===== src/rtl/result_reg_ready.sv =====
module result_reg_ready #(
  parameter int DW     = 24,
  parameter int SHORT  = 16,
  parameter int GUARD  = 100,
  parameter int CMDW   = 8,
  parameter int WL_BIT = 8
) (
  input  logic          clk,
  input  logic          rst_n,
  input  logic          smp_stb,
  input  logic [DW-1:0] smp_data,
  input  logic          cs_n,
  input  logic          sclk,
  input  logic          sdi,
  output logic          sdo,
  output logic          ready_n
);
  localparam int GW  = $clog2(GUARD + 1);
  localparam int BCW = $clog2(DW + 1);
  localparam logic [2:0] A_STAT = 3'd0;
  localparam logic [2:0] A_RES  = 3'd1;
  localparam logic [2:0] A_CFG  = 3'd2;

  typedef enum logic [1:0] {S_CMD = 2'd0, S_RD = 2'd1, S_WR = 2'd2} st_t;

  st_t            st;
  logic           sclk_q;
  logic [BCW-1:0] bcnt, blen;
  logic [CMDW-2:0] cmd_sr;
  logic [2:0]     sel;
  logic [DW-1:0]  sh, res_q, pend;
  logic [SHORT-2:0] wr_sr;
  logic           wl, fresh;
  logic [GW-1:0]  gcnt;

  wire            rise     = sclk & ~sclk_q;
  wire [CMDW-1:0] cmd_byte = {cmd_sr, sdi};
  wire            is_rd    = cmd_byte[6];
  wire [2:0]      cmd_addr = cmd_byte[2:0];
  wire            cmd_done = rise && st == S_CMD && bcnt == BCW'(CMDW - 1);
  wire            last     = rise && st != S_CMD && bcnt == blen - 1'b1;
  wire            rd_done  = last && st == S_RD && sel == A_RES;
  wire            res_go   = cmd_done && is_rd && cmd_addr == A_RES;
  wire            load_g   = gcnt == GW'(1);
  wire [SHORT-1:0] wr_word = {wr_sr, sdi};
  wire [7:0]      stat     = {ready_n, 6'b0, wl};
  wire [SHORT-1:0] cfg_w   = SHORT'(wl) << WL_BIT;
  wire [BCW-1:0]  n_len    = wl ? BCW'(DW) : BCW'(SHORT);

  assign sdo = (st == S_RD) & sh[DW-1];

  always_ff @(posedge clk or negedge rst_n) begin
    if (!rst_n) begin
      sclk_q <= 1'b0;
      st     <= S_CMD;
      bcnt   <= '0;
      blen   <= '0;
      cmd_sr <= '0;
      sel    <= A_STAT;
      sh     <= '0;
      wr_sr  <= '0;
      wl     <= 1'b1;
    end else begin
      sclk_q <= sclk;
      if (cs_n) begin
        st   <= S_CMD;
        bcnt <= '0;
      end else if (rise) begin
        case (st)
          S_CMD: begin
            cmd_sr <= cmd_byte[CMDW-2:0];
            if (bcnt == BCW'(CMDW - 1)) begin
              bcnt <= '0;
              sel  <= cmd_addr;
              case (cmd_addr)
                A_STAT: if (is_rd) begin
                  sh   <= {stat, {(DW-8){1'b0}}};
                  blen <= BCW'(8);
                  st   <= S_RD;
                end
                A_RES: begin
                  sh   <= wl ? res_q : {res_q[DW-1 -: SHORT], {(DW-SHORT){1'b0}}};
                  blen <= n_len;
                  st   <= is_rd ? S_RD : S_WR;
                end
                A_CFG: begin
                  sh   <= {cfg_w, {(DW-SHORT){1'b0}}};
                  blen <= BCW'(SHORT);
                  st   <= is_rd ? S_RD : S_WR;
                end
                default: st <= S_CMD;
              endcase
            end else begin
              bcnt <= bcnt + 1'b1;
            end
          end
          S_RD, S_WR: begin
            sh    <= sh << 1;
            wr_sr <= wr_word[SHORT-2:0];
            if (last) begin
              st   <= S_CMD;
              bcnt <= '0;
              if (st == S_WR && sel == A_CFG) wl <= wr_word[WL_BIT];
            end else begin
              bcnt <= bcnt + 1'b1;
            end
          end
          default: st <= S_CMD;
        endcase
      end
    end
  end

  always_ff @(posedge clk or negedge rst_n) begin
    if (!rst_n) begin
      res_q   <= '0;
      pend    <= '0;
      ready_n <= 1'b1;
      gcnt    <= '0;
      fresh   <= 1'b0;
    end else if (load_g) begin
      res_q   <= pend;
      ready_n <= 1'b0;
      gcnt    <= '0;
      fresh   <= 1'b0;
    end else begin
      if (gcnt > GW'(1)) gcnt <= gcnt - 1'b1;
      if (res_go) fresh <= 1'b1;
      if (rd_done && fresh) ready_n <= 1'b1;
      if (smp_stb) begin
        if (gcnt != '0) begin
          pend <= smp_data;
        end else if (ready_n) begin
          res_q   <= smp_data;
          ready_n <= 1'b0;
          fresh   <= 1'b0;
        end else begin
          pend    <= smp_data;
          gcnt    <= GW'(GUARD);
          ready_n <= 1'b1;
        end
      end
    end
  end
endmodule


===== config.mk =====
export PLATFORM = sky130hd
export DESIGN_NAME = result_reg_ready
export DESIGN_NICKNAME = d
export VERILOG_FILES = /design/src/rtl/result_reg_ready.sv
export SDC_FILE = /design/constraint.sdc
export NUM_CORES = 1
export LEC_CHECK = 0
export ABC_AREA = 1
export BUFFER_PORTS_ARGS = -buffer_cell sky130_fd_sc_hd__buf_2
export CAP_MARGIN = 15
export CORE_ASPECT_RATIO = 1.75
export CORE_MARGIN = 1.5
export CORE_UTILIZATION = 61
export CTS_CLUSTER_SIZE = 10
export DETAILED_ROUTE_END_ITERATION = 8
export PLACE_DENSITY = 0.8
export SETUP_SLACK_MARGIN = 0.5
export SYNTH_ARGS = -nofsm -noshare
export SYNTH_HDL_FRONTEND = slang
export SYNTH_SLANG_ARGS = --single-unit
export TNS_END_PERCENT = 20

===== constraint.sdc =====
create_clock -name clk -period 2.4 [get_ports clk]
set_clock_uncertainty 0.05 [all_clocks]
set_input_delay 0 -clock clk [delete_from_list [all_inputs] [get_ports clk]]
set_output_delay 0 -clock clk [all_outputs]
set_load 0.02 [all_outputs]

# --- Word level (Yosys, flattened, before mapping) ---
# Cells that the tools add are included.
totals:
  reg_bits: 112
  latch_bits: 0
  ramBits: 0
  rom_bits: 0
  inputBits: 30
  out_inout_bits: 2
  elab_cells: 115
  n_memories: 0
op_classes:
  n_addsub: 3
  multipliers: 0
  div_mod_pow: 0
  n_lt_le_gt_ge: 1
  n_eq_ne: 18
  shift: 0
  mux: 42
  bitwise_logic: 5
  reduce_logical: 32
ops:
  columns: ["operator", "count"]
  rows:
  - ["$mux W24", 8]
  - ["$pmux W24 S3", 1]
  - ["$pmux W24 S2", 1]
  - ["$mux W7", 5]
  - ["$mux W5", 5]
  - ["$pmux W5 S3", 1]
  - ["$mux W2", 6]
  - ["$reduce_and A3 Y1", 4]
  - ["$reduce_and A6 Y1", 2]
  - ["$logic_and A1 B1 Y1", 10]
  - ["$mux W1", 10]
  - ["$pmux W5 S2", 1]
  - ["$reduce_bool A2 Y1", 5]
  - ["$mux W8", 1]
  - ["$pmux W2 S2", 2]
  - ["$reduce_and A4 Y1", 2]
  - ["$eq A7 B1 Y1 const B", 1]
  - ["$gt A7 B1 Y1 const B", 1]
  - ["$reduce_bool A7 Y1", 1]
  - ["$sub A7 B1 Y7 const B", 1]
  - ["$eq A3 B1 Y1 const B", 2]
  - ["$eq A3 B2 Y1 const B", 2]
  - ["$ne A3 B3 Y1 const B", 2]
  - ["$reduce_bool A3 Y1", 2]
  - ["other kinds (19)", 25]

# --- Logic depth before layout (Yosys ltp) ---
# Gate-level depths: netlist (run 1).
depth:
  depth_word: 11
  depth_mapped: 11
  ltp_nobuf: 10

# --- Least setup slack after synthesis (run 1) ---
# No wires, ideal clock.
synth_path:
  kind: "flip-flop to flip-flop"
  from: "register st[0]"
  to: "register wr_sr[6]"
  setup_time_ns: 0.128
  arrival_time_ns: 1.664
  t_required_ns: 2.222
  setup_slack_ns: 0.559
  path_stages_with_launch: 9
  path_buffers: 2
  period_less_slack_ns: 1.841
  cell_sequence: "dfrtp_1 inv_1 ha_1 buf_2 inv_2 nor2_2 nand2_1 buf_2 mux2_1"
synth_between:
  elab_chain_cells: 3
  elab_cells_between_ends: 4
  cone_classes: "eq/ne (2); reduce/logical (2)"
synth_rtl:
  columns: ["element", "line", "text"]
  rows:
  - ["from (decl)", "26", "st_t st;"]
  - ["from (signal assigned)", "84", "st <= is_rd ? S_RD : S_WR;"]
  - ["from (signal assigned)", "89", "st <= is_rd ? S_RD : S_WR;"]
  - ["$eq A2 B1 Y1 / $eq A2 B2 Y1 (equally long branches)", "69", "case (st)"]
  - ["$reduce_or A2 Y1 *", "69", null]
  - ["$reduce_and A3 Y1 (no line) *", null, null]
  - ["to (signal assigned)", "99", "wr_sr <= wr_word[SHORT-2:0];"]
  - ["to (decl)", "32", "logic [SHORT-2:0] wr_sr;"]
# Mark *: on every way between the ends. The rest lies on a longest branch, timed or not.
# A chain may end at the register's enable or synchronous reset.

# --- Worst setup path after layout (run 1) ---
layout_path:
  from: "register gcnt[0]"
  to: "register res_q[14]"
layout_between:
  elab_chain_cells: 3
  elab_cells_between_ends: 7
  cone_classes: "eq/ne (2); mux (1); reduce/logical (4)"
layout_rtl:
  columns: ["element", "line", "text"]
  rows:
  - ["from (decl)", "34", "logic [GW-1:0] gcnt;"]
  - ["from (signal assigned)", "127", "if (gcnt > GW'(1)) gcnt <= gcnt - 1'b1;"]
  - ["from (signal assigned)", "139", "gcnt <= GW'(GUARD);"]
  - ["$eq A7 B1 Y1 / $reduce_bool A7 Y1 (equally long branches)", "44, 131", null]
  - ["$ne A2 B2 Y1 (no line) / $reduce_bool A2 Y1 (equally long branches)", null, null]
  - ["$reduce_and A3 Y1 (no line)", null, null]
  - ["to (signal assigned)", "122", "res_q <= pend;"]
  - ["to (signal assigned)", "134", "res_q <= smp_data;"]
  - ["to (decl)", "31", "logic [DW-1:0] sh, res_q, pend;"]
# Parallel ways exist; a longest one is shown, timed or not.

==> results of run 1 <==
[path summary, 6_finish.rpt]
path | slack (ps) | depth (start not counted) | from | to
max | 580 | 8 | gcnt[0]$_DFF_PN0_ | res_q[14]$_DFFE_PN0P_
min | 20 | 3 | sdi | cmd_sr[0]$_DFFE_PN0P_
max reg2reg | 580 | 8 | gcnt[0]$_DFF_PN0_ | res_q[14]$_DFFE_PN0P_
min reg2reg | 430 | 2 | res_q[11]$_DFFE_PN0P_ | res_q[11]$_DFFE_PN0P_
max in group asynchronous | 1490 | 3 | rst_n | wl$_DFFE_PN1P_
min in group asynchronous | 30 | 2 | rst_n | cmd_sr[4]$_DFFE_PN0P_
[sequential cells by signal (all words and copies together) (netlist names), 2 cells and up]
name and count:
blen 2, st 2, pend 24, cmd_sr 6, gcnt 7, sel 3, bcnt 5, wr_sr 8
res_q 24, sh 24
[power breakdown]
group	switching, mW	internal (mW)	leakage, nW
Sequential	0.184	2.12	1.30
Clock	0.655	0.835	0.145
Combinational	0.837	0.482	1.82
[stage by stage]
stage | worst slack [ps] | total power, mW
CTS | 451 | 5.08
detailed placement | 224 | 3.56
finish | 577 | 5.11
floorplan | 559 | 3.21
global route | 432 | 5.46
global placement | 373 | 3.51
[cells in the final DEF, fill, tap and decap left out, types with 4 or more instances in the layout]
cell type and n:
nand2_1 293, dfrtp_1 107, inv_1 58, nor2_1 41, o21ai_0 35, buf_2 30, nand3_1 28, o21ai_1 28
dlygate4sd3_1 27, a21oi_1 23, clkbuf_16 9, ha_1 8, buf_4 8, a21boi_0 7, nor2_4 4, nand2_2 4
nor3_1 4
[timing repair]
action / 4_1_cts / 5_1_grt
hold buffers: 27 / 0
setup endpoints to repair: 38 / 82
hold endpoints to repair: 162 / 0
resized for setup: 0 / 15
buffers inserted: 1 / 2
gates cloned: 1 / 0
pin swaps: 1 / 1
[worst max-delay path, stage by stage, from the launching register on]
cell     delay, ps
dfrtp_1        420
inv_1          100
ha_1           140
nand2_1         90
nor2_2         150
nand2_2        130
o21ai_2        490
nand2_1        120
nand2_1         80
[layout make-up]
cell class,instances,share of cell area (%)
clock buffer,10,3.86
tap,117,2.36
sequential,109,44.1
multi-input combinational,494,36.1
timing repair buffer,69,8.91
clock inverter,5,0.969
inverter,62,3.78
[cell families after synthesis]
| logic type | Yosys count | share of synthesized area (%) |
|---|---|---|
| AND/OR/NAND/NOR | 386 | 29.1 |
| XOR/XNOR | 2 | 0.328 |
| multiplexers | 1 | 0.211 |
| flip-flops | 109 | 51.1 |
| adder cells (fa/ha/maj) | 8 | 1.88 |
| AO/OA/AOI/OAI | 96 | 9.63 |
| buffers and inverters | 89 | 7.67 |
[metal layers]
layer  wire [um]  GRT usage (%)  vias up
met4         327           11.2        0
met1        4600           32.1     2136
met2        6120           47.2      134
li1            -              -     2259
met3         390           4.37       27
met5           0              0        -
==> qor.csv, run 1 <==
stage,metric,value,unit
clocking,H-tree level count,3,
drt,DRT Pass-1 Iters,5,
clocking,deepest clock path buffer count,2,
placement,PortBufs,31,
logic_synthesis,synth unique cells,33,
logic_synthesis,Mapped Cells,691,
floorplanning,die height,127,um
setup_path,Crit path required time,2640,ps
logic_synthesis,most common cell in the netlist,nand2_1,
timing,RSZ-0062 raised after global routing,yes,
clocking,Root Driver,clkbuf_16,
logic_synthesis,Synth Net Count,729,
layout,Final Instance Area,6200,um^2
global_route,pin count of the biggest net entering global routing,89,
logic_synthesis,"flops & latches, synth",109,
global_route,first-pass GRT wire length,19700,um
logic_synthesis,number of synthesized flops with an enable pin,0,
timing,hold_ws,21.7,ps
setup_path,Worst setup EP type,flop,
timing,Final setup viols,0,
placement,Post-DP HPWL,7560,um
timing,Slew Limit Fails,0,
clocking,# clock sinks,109,
power,cell area power density,825,nW/um^2
floorplanning,core box area,8560,um^2
layout,area of the multi-input gates,2230,um^2
logic_synthesis,average size of a mapped cell,7.72,um^2
power,Worst VDD drop,0.000444,V
global_route,GR Util All Layers,27.0,%
drt,Final ANT Viol Nets,0,
placement,DP Area,5550,um^2
floorplanning,Ports,32,
drt,WL per Instance,13.2,um
global_route,number of global-route vias before repair,4467,
timing,final period utilization,76.0,%
floorplanning,chip width,73.7,um
drt,DRC,0,
clocking,CTS tree,done,
logic_synthesis,synth cell count leaders,"nand2_1, dfrtp_1, inv_1",
setup_path,"critical path fanouts, max",13,
flow_run,max_cap viols,0,
floorplanning,row count,45,
drt,aggregate routed wire length,11400,um
logic_synthesis,Synth area leader,dfrtp_1,
clocking,Clock transition at path regs,70,ps
min_path,Hold Path Class,in -> reg,
global_route,GRT overflow,0,
clocking,Skew-Pair Late Insertion Delay,350,ps
placement,Inst Count DP,820,
setup_path,Setup CP Type,reg -> reg,
logic_synthesis,post-synth design cell area,5340,um^2
logic_synthesis,sequential area share after synthesis,51.1,%
layout,layout cell share with drive strength beyond 1,10.4,%
drt,DR iter-0 viols,292,
timing,setup TNS,0,ps
drt,vias,4556,
placement,Routability Congestion,0.903,
layout,post-route insts no fill,866,
floorplanning,Initial Util,62.4,%
logic_synthesis,synth warn,0,
logic_synthesis,Synth top area share,50.2,%
logic_synthesis,Synth Flop Type,dfrtp_1,
layout,"Area growth, synth to finish",16.1,%
clocking,CTS Buf Count,9,
power,leak pwr,3.26,nW
drt,Vias/cell,5.26,
logic_synthesis,Area contributors post-synth,"dfrtp_1, nand2_1, inv_1",
timing,final hold vios,0,
setup_path,Startpoint Class,flop,
layout,ant diodes,0,
layout,Nets,783,
logic_synthesis,share of flip-flops with an asynchronous set or reset,100,%
layout,Post-Route Utilization,72.4,%
timing,max frequency,549,MHz
layout,Reg area,2730,um^2
global_route,initial antenna violation count,0,
floorplanning,Die ar.,9340,um^2
timing,min cycle time layout,1820,ps
timing,Max-Slew Margin vs Limit,57.6,%
status,status,finished clean,
layout,Filler cells,676,
timing,worst-margin pin slew,629,ps
setup_path,arrival time worst endpoint,2060,ps
Power figures use the tool's default switching activity.
==> run 2, diff against run 1 <==
clock period = 1.8 ns   (was 2.4 ns; I/O delays follow)
==> run 2 against run 1 <==
Die area unchanged. Final area increased by 12%. Non-clock buffer count increased by 42. Sequential share of layout area decreased by 4.6 points. Global-route usage increased by 3.3 points. Critical path type unchanged. Final cell count increased by 4.8%. First-iteration DRC count increased by 74%. Setup slack got worse by 520 ps. Critical path depth increased by 1.
==> qor.csv, run 2 (same netlist as run 1, synthesis figures left out) <==
stage,metric,value,unit,change
status,status,finished clean,,unchanged
setup_path,Setup CP Type,reg -> reg,,unchanged
floorplanning,Ports,32,,unchanged
timing,setup TNS,0,ps,unchanged
setup_path,Startpoint Class,flop,,unchanged
floorplanning,die height,127,um,unchanged
drt,DR iter-0 viols,509,,was 292
clocking,deepest clock path buffer count,2,,unchanged
min_path,Hold Path Class,in -> async,,was in -> reg
power,Worst VDD drop,0.000951,V,was 0.000444 V
layout,"Area growth, synth to finish",29.7,%,was 16.1%
drt,vias,5213,,was 4556
floorplanning,Die ar.,9340,um^2,unchanged
global_route,GRT overflow,0,,unchanged
floorplanning,Initial Util,62.4,%,unchanged
drt,Vias/cell,5.74,,was 5.26
floorplanning,row count,45,,unchanged
power,Tot Pwr,7.41,mW,was 5.11 mW
placement,PortBufs,31,,unchanged
clocking,# clock sinks,109,,unchanged
timing,final hold vios,0,,unchanged
drt,aggregate routed wire length,15800,um,was 11400 um
layout,"commonest non-fill, non-tap cells in the layout","nand2_1, dfrtp_1, inv_1",,unchanged
timing,final period utilization,97.0,%,was 76.0%
layout,layout cell share with drive strength beyond 1,20.5,%,was 10.4%
clocking,CTS tree,done,,unchanged
drt,Final ANT Viol Nets,0,,unchanged
drt,DRC,0,,unchanged
setup_path,cell mode on critical path,nand2_4,,was nand2_1
setup_path,Slowest cell on crit path,dfrtp_1,,was o21ai_2
timing,min cycle time layout,1750,ps,was 1820 ps
placement,DP Area,5680,um^2,was 5550 um^2
timing,RSZ-0062 raised after global routing,yes,,unchanged
global_route,GR Util All Layers,30.3,%,was 27.0%
placement,Routability Congestion,0.861,,was 0.903
global_route,number of global-route vias before repair,4961,,was 4467
clocking,Clock transition at path regs,70,ps,about the same
setup_path,critical path's largest stage delay,470,ps,was 490 ps
global_route,initial antenna violation count,0,,unchanged
flow_run,max_cap viols,0,,unchanged
setup_path,worst path cell trace,inv_1 -> nand2_4 -> nor2_4 -> nand2_4 -> o21ai_4 -> buf_6 -> inv_6 -> nand2_2 -> nand2_1,,was inv_1 -> ha_1 -> nand2_1 -> nor2_2 -> nand2_2 -> o21ai_2 -> nand2_1 -> nand2_1
floorplanning,chip width,73.7,um,unchanged
timing,max frequency,573,MHz,was 549 MHz
global_route,pin count of the biggest net entering global routing,49,,was 89
global_route,first-pass GRT wire length,22000,um,was 19700 um
floorplanning,core box area,8560,um^2,unchanged
clocking,CTS Buf Count,9,,unchanged
layout,Nets,825,,was 783
setup_path,Worst setup EP type,flop,,unchanged
placement,Post-DP HPWL,7880,um,was 7560 um
timing,worst-margin pin slew,390,ps,was 629 ps
layout,"commonest non-fill, non-tap cell in the layout",nand2_1,,unchanged
layout,largest registers,"pend: 24 flops, res_q: 24 flops, sh: 24 flops",,unchanged
setup_path,flop2flop setup slack,50,ps,was 580 ps
timing,Max-Slew Margin vs Limit,73.8,%,was 57.6%
power,leak pwr,3.58,nW,was 3.26 nW
clocking,H-tree level count,3,,unchanged
layout,Filler cells,485,,was 676
drt,DRT Pass-1 Iters,6,,was 5
drt,WL per Instance,17.4,um,was 13.2 um
timing,Final setup viols,0,,unchanged
layout,Final Instance Area,6930,um^2,was 6200 um^2
timing,Slew Limit Fails,0,,unchanged
clocking,Skew-Pair Late Insertion Delay,360,ps,was 350 ps
setup_path,arrival time worst endpoint,1930,ps,was 2060 ps
setup_path,Crit path required time,1990,ps,was 2640 ps
power,cell area power density,1070,nW/um^2,was 825 nW/um^2
setup_path,Reg2Reg Depth,9,,was 8
setup_path,"critical path fanouts, max",12,,was 13
layout,ant diodes,0,,unchanged
clocking,Root Driver,clkbuf_16,,unchanged
-- run 2: cell types whose count changed in the layout (fill, tap and decap cells not counted), sizes merged --
cell,before,now
o21ai,65,64
clkinv,3,2
clkbuf,10,15
buf,42,80
bufinv,1,2
-- run 2: area by class of cell --
type,instances,area [um^2],area share (%)
Clock buffer,11,243,3.50
Clock inverter,4,72.6,1.05
Inverter,62,260,3.76
Multi-Input combinational cell,493,2440,35.2
Sequential cell,109,2730,39.4
Tap cell,117,146,2.11
Timing Repair Buffer,111,1030,14.8
Timing Repair inverter,1,8.76,0.126
-- run 2: metrics by stage --
stage	worst slack [ps]	cells	hold WS, ps	util [%]
final	54.6	908	50.1	80.9
after floorplan	109	691	-346	-
after detailed placement	20.9	833	-107	66.3
after CTS	249	899	67.6	76.9
after global routing	34.2	908	94.0	80.9
after global placement	131	833	-107	66.3
-- run 2: critical path: cells and delay by family, from the launching register on --
kind | cells | cell delay (ps)
DFF | 1 | 470
and+or+nand+nor | 5 | 470
buffers and inverters | 3 | 460
AOI/OAI and AO/OA | 1 | 180
-- run 2: metal layers --
layer  track usage [%]  routed length [um]  part of all wire, %
met5                 0                   0                    0
met4              16.9                1120                  7.1
met3              3.89                 960                  6.1
met2              53.7                8290                   52
met1              33.9                5430                   34
-- run 2: where the power goes --
part	total (mW)	internal (mW)	switching (mW)	leakage, nW
registers	3.07	2.82	0.245	1.30
logic	2.22	0.884	1.34	2.14
clock network	2.13	1.25	0.880	0.152
-- run 2: path summary, 6_finish.rpt --
| check | start | endpoint |
|---|---|---|
| worst max-delay path | gcnt[6]$_DFF_PN0_ | res_q[2]$_DFFE_PN0P_ |
| worst min-delay path | rst_n | blen[4]$_DFFE_PN0P_ |
| worst max register to register | gcnt[6]$_DFF_PN0_ | res_q[2]$_DFFE_PN0P_ |
| worst min register to register | wr_sr[2]$_DFFE_PN0P_ | wr_sr[2]$_DFFE_PN0P_ |
| max in group asynchronous | rst_n | sh[4]$_DFFE_PN0P_ |
| min in group clk | cs_n | wr_sr[0]$_DFFE_PN0P_ |
-- run 2: what timing repair did --
action                                  4_1_cts  5_1_grt
endpoints found under the hold margin       158        0
hold buffers                                 27        0
resized for setup                            44       55
cloned                                        3        4
pin swaps                                    14       18
endpoints found under the setup margin      108      109
setup buffers                                21        5
==> run 3, diff against run 2 <==
RECOVER_POWER = 50   (was default)
==> run 3 against run 2 <==
Clock power about the same. Flip-flop and latch count did not move. First-iteration DRC count increased by 2.4%. Sequential power about the same. Global-route usage is the same. Via count shrank 0.17%. Die area unchanged. Worst hold slack improved by 35 ps.
==> qor.csv, run 3 (same netlist as run 1, synthesis figures left out) <==
stage,metric,value,unit,change
status,status,finished clean,,unchanged
clocking,# clock sinks,109,,unchanged
placement,Routability Congestion,0.861,,unchanged
drt,vias,5204,,was 5213
layout,Filler cells,490,,was 485
setup_path,Crit path required time,1990,ps,about the same
placement,Post-DP HPWL,7880,um,unchanged
setup_path,worst r2r src,gcnt[6]$_DFF_PN0_,,unchanged
power,Worst VDD drop,0.000954,V,was 0.000951 V
setup_path,Reg2Reg Depth,9,,unchanged
timing,worst setup margin,51.0,ps,was 54.6 ps
drt,DR iter-0 viols,521,,was 509
timing,max frequency,572,MHz,was 573 MHz
layout,ant diodes,0,,unchanged
layout,layout cell share with drive strength beyond 1,20.4,%,was 20.5%
clocking,CTS Buf Count,9,,unchanged
timing,hold_ws,84.8,ps,was 50.1 ps
drt,DRC,0,,unchanged
setup_path,worst path cell trace,inv_1 -> nand2_4 -> nor2_4 -> nand2_4 -> o21ai_4 -> buf_6 -> inv_6 -> nand2_2 -> nand2_1,,unchanged
min_path,hold_sp,cs_n,,
min_path,Hold Crit Depth,4,,
global_route,GRT overflow,0,,unchanged
floorplanning,core box area,8560,um^2,unchanged
power,cell area power density,1070,nW/um^2,about the same
timing,worst-margin pin slew,679,ps,was 390 ps
layout,"Area growth, synth to finish",29.3,%,was 29.7%
clocking,deepest clock path buffer count,2,,unchanged
power,Switch Pwr,2.47,mW,was 2.46 mW
clocking,Skew-Pair Late Insertion Delay,360,ps,about the same
timing,min cycle time layout,1750,ps,about the same
flow_run,max_cap viols,0,,unchanged
timing,final period utilization,97.2,%,was 97.0%
drt,DRT Pass-1 Iters,6,,unchanged
power,Int Power,4.95,mW,about the same
setup_path,CP startpoint,gcnt[6]$_DFF_PN0_,,unchanged
layout,largest registers,"pend: 24 flops, res_q: 24 flops, sh: 24 flops",,unchanged
floorplanning,Initial Util,62.4,%,unchanged
clocking,Root Driver,clkbuf_16,,unchanged
power,leak pwr,3.57,nW,was 3.58 nW
power,Sw Ratio,33.3,%,was 33.2%
floorplanning,row count,45,,unchanged
global_route,number of global-route vias before repair,4961,,unchanged
layout,"commonest non-fill, non-tap cell in the layout",nand2_1,,unchanged
drt,WL per Instance,17.4,um,about the same
setup_path,Slowest cell on crit path,dfrtp_1,,unchanged
global_route,first-pass GRT wire length,22000,um,unchanged
drt,Final ANT Viol Nets,0,,unchanged
drt,aggregate routed wire length,15800,um,about the same
timing,final hold vios,0,,unchanged
power,clock power share,28.7,%,about the same
timing,Final setup viols,0,,unchanged
timing,Max-Slew Margin vs Limit,54.7,%,was 73.8%
floorplanning,die height,127,um,unchanged
placement,PortBufs,31,,unchanged
placement,pre-CTS setup slack,20.9,ps,unchanged
timing,Slew Limit Fails,0,,unchanged
layout,Nets,825,,unchanged
setup_path,Worst setup EP type,flop,,unchanged
setup_path,cell mode on critical path,nand2_4,,unchanged
timing,RSZ-0062 raised after global routing,yes,,unchanged
layout,"commonest non-fill, non-tap cells in the layout","nand2_1, dfrtp_1, inv_1",,unchanged
global_route,GR Util All Layers,30.3,%,unchanged
clocking,H-tree level count,3,,unchanged
floorplanning,Die ar.,9340,um^2,unchanged
setup_path,"critical path fanouts, max",12,,unchanged
setup_path,Startpoint Class,flop,,unchanged
setup_path,arrival time worst endpoint,1940,ps,was 1930 ps
floorplanning,Ports,32,,unchanged
min_path,Hold Path Class,in -> reg,,was in -> async
layout,Post-Route Utilization,80.7,%,was 80.9%
floorplanning,chip width,73.7,um,unchanged
min_path,Hold EP,wr_sr[0]$_DFFE_PN0P_,,
clocking,CTS tree,done,,unchanged
global_route,initial antenna violation count,0,,unchanged
clocking,Clock transition at path regs,70,ps,about the same
setup_path,critical path's largest stage delay,470,ps,about the same
drt,Vias/cell,5.73,,was 5.74
setup_path,Setup CP Type,reg -> reg,,unchanged
setup_path,Worst R2R End,res_q[2]$_DFFE_PN0P_,,unchanged
power,Seq pwr share,41.4,%,about the same
timing,setup TNS,0,ps,unchanged
setup_path,flop2flop setup slack,50,ps,about the same
power,Tot Pwr,7.41,mW,about the same
global_route,pin count of the biggest net entering global routing,49,,unchanged
power,Comb pwr share,29.9,%,about the same
[run 3: cell types whose count changed in the layout (fill, tap and decap cells not counted), sizes merged]
cell and change:
buf -4, clkbuf +4
[run 3: area by class of cell]
cell class | instances | area [um^2] | area share (%)
well taps | 117 | 146 | 2.12
clock inverters | 4 | 72.6 | 1.05
flip-flops and latches | 109 | 2730 | 39.5
repair inverters | 1 | 8.76 | 0.127
inverters | 62 | 260 | 3.77
repair buffers | 111 | 1000 | 14.6
multi-input cells | 493 | 2440 | 35.3
clock buffers | 11 | 243 | 3.52
[run 3: what timing repair did]
action / 4_1_cts / 5_1_grt
gates cloned: 3 / 4
setup buffers: 21 / 5
resized for setup: 44 / 55
setup endpoints to repair: 108 / 109
pin swaps: 14 / 18
endpoints found under the hold margin: 158 / 0
hold buffers: 27 / 0
[run 3: worst max path at each step]
stage                                      end  slack [ps]  cells past startpoint
after global placement          wl$_DFFE_PN1P_         130                     10
final                     res_q[2]$_DFFE_PN0P_          50                      9
after global routing      res_q[2]$_DFFE_PN0P_          30                      9
after detailed placement    sh[18]$_DFFE_PN0P_          20                      8
after CTS                   sh[18]$_DFFE_PN0P_         250                      9
after floorplan           wr_sr[6]$_DFFE_PN0P_         110                      8
[run 3: through the flow]
step,cells,area [um^2]
finish,908,6900
global route,908,6900
CTS,899,6580
detailed placement,833,5680
global placement,833,5680
floorplan,691,5380
[run 3: critical path: cells and delay by family (launching register included)]
kind	cells	cell delay (ps)
simple gates	5	470
flops	1	470
buf+inv	3	460
compound gates	1	180
[run 3: power groups by stage]
stage	clock, mW	sequential [mW]	combinational, mW
after global placement	0	3.08	1.68
after floorplan	0	3.03	1.34
after global routing	2.22	3.10	2.50
after detailed placement	0	3.10	1.76
after CTS	2.12	3.05	2.13
final	2.13	3.07	2.22
[run 3: layer usage]
metal | global-route usage (%) | up-vias | wire, um
met2 | 53.7 | 287 | 8380
met1 | 33.9 | 2450 | 5470
li1 | - | 2353 | -
met3 | 3.89 | 114 | 922
met5 | 0 | - | 0
met4 | 16.9 | 0 | 1070
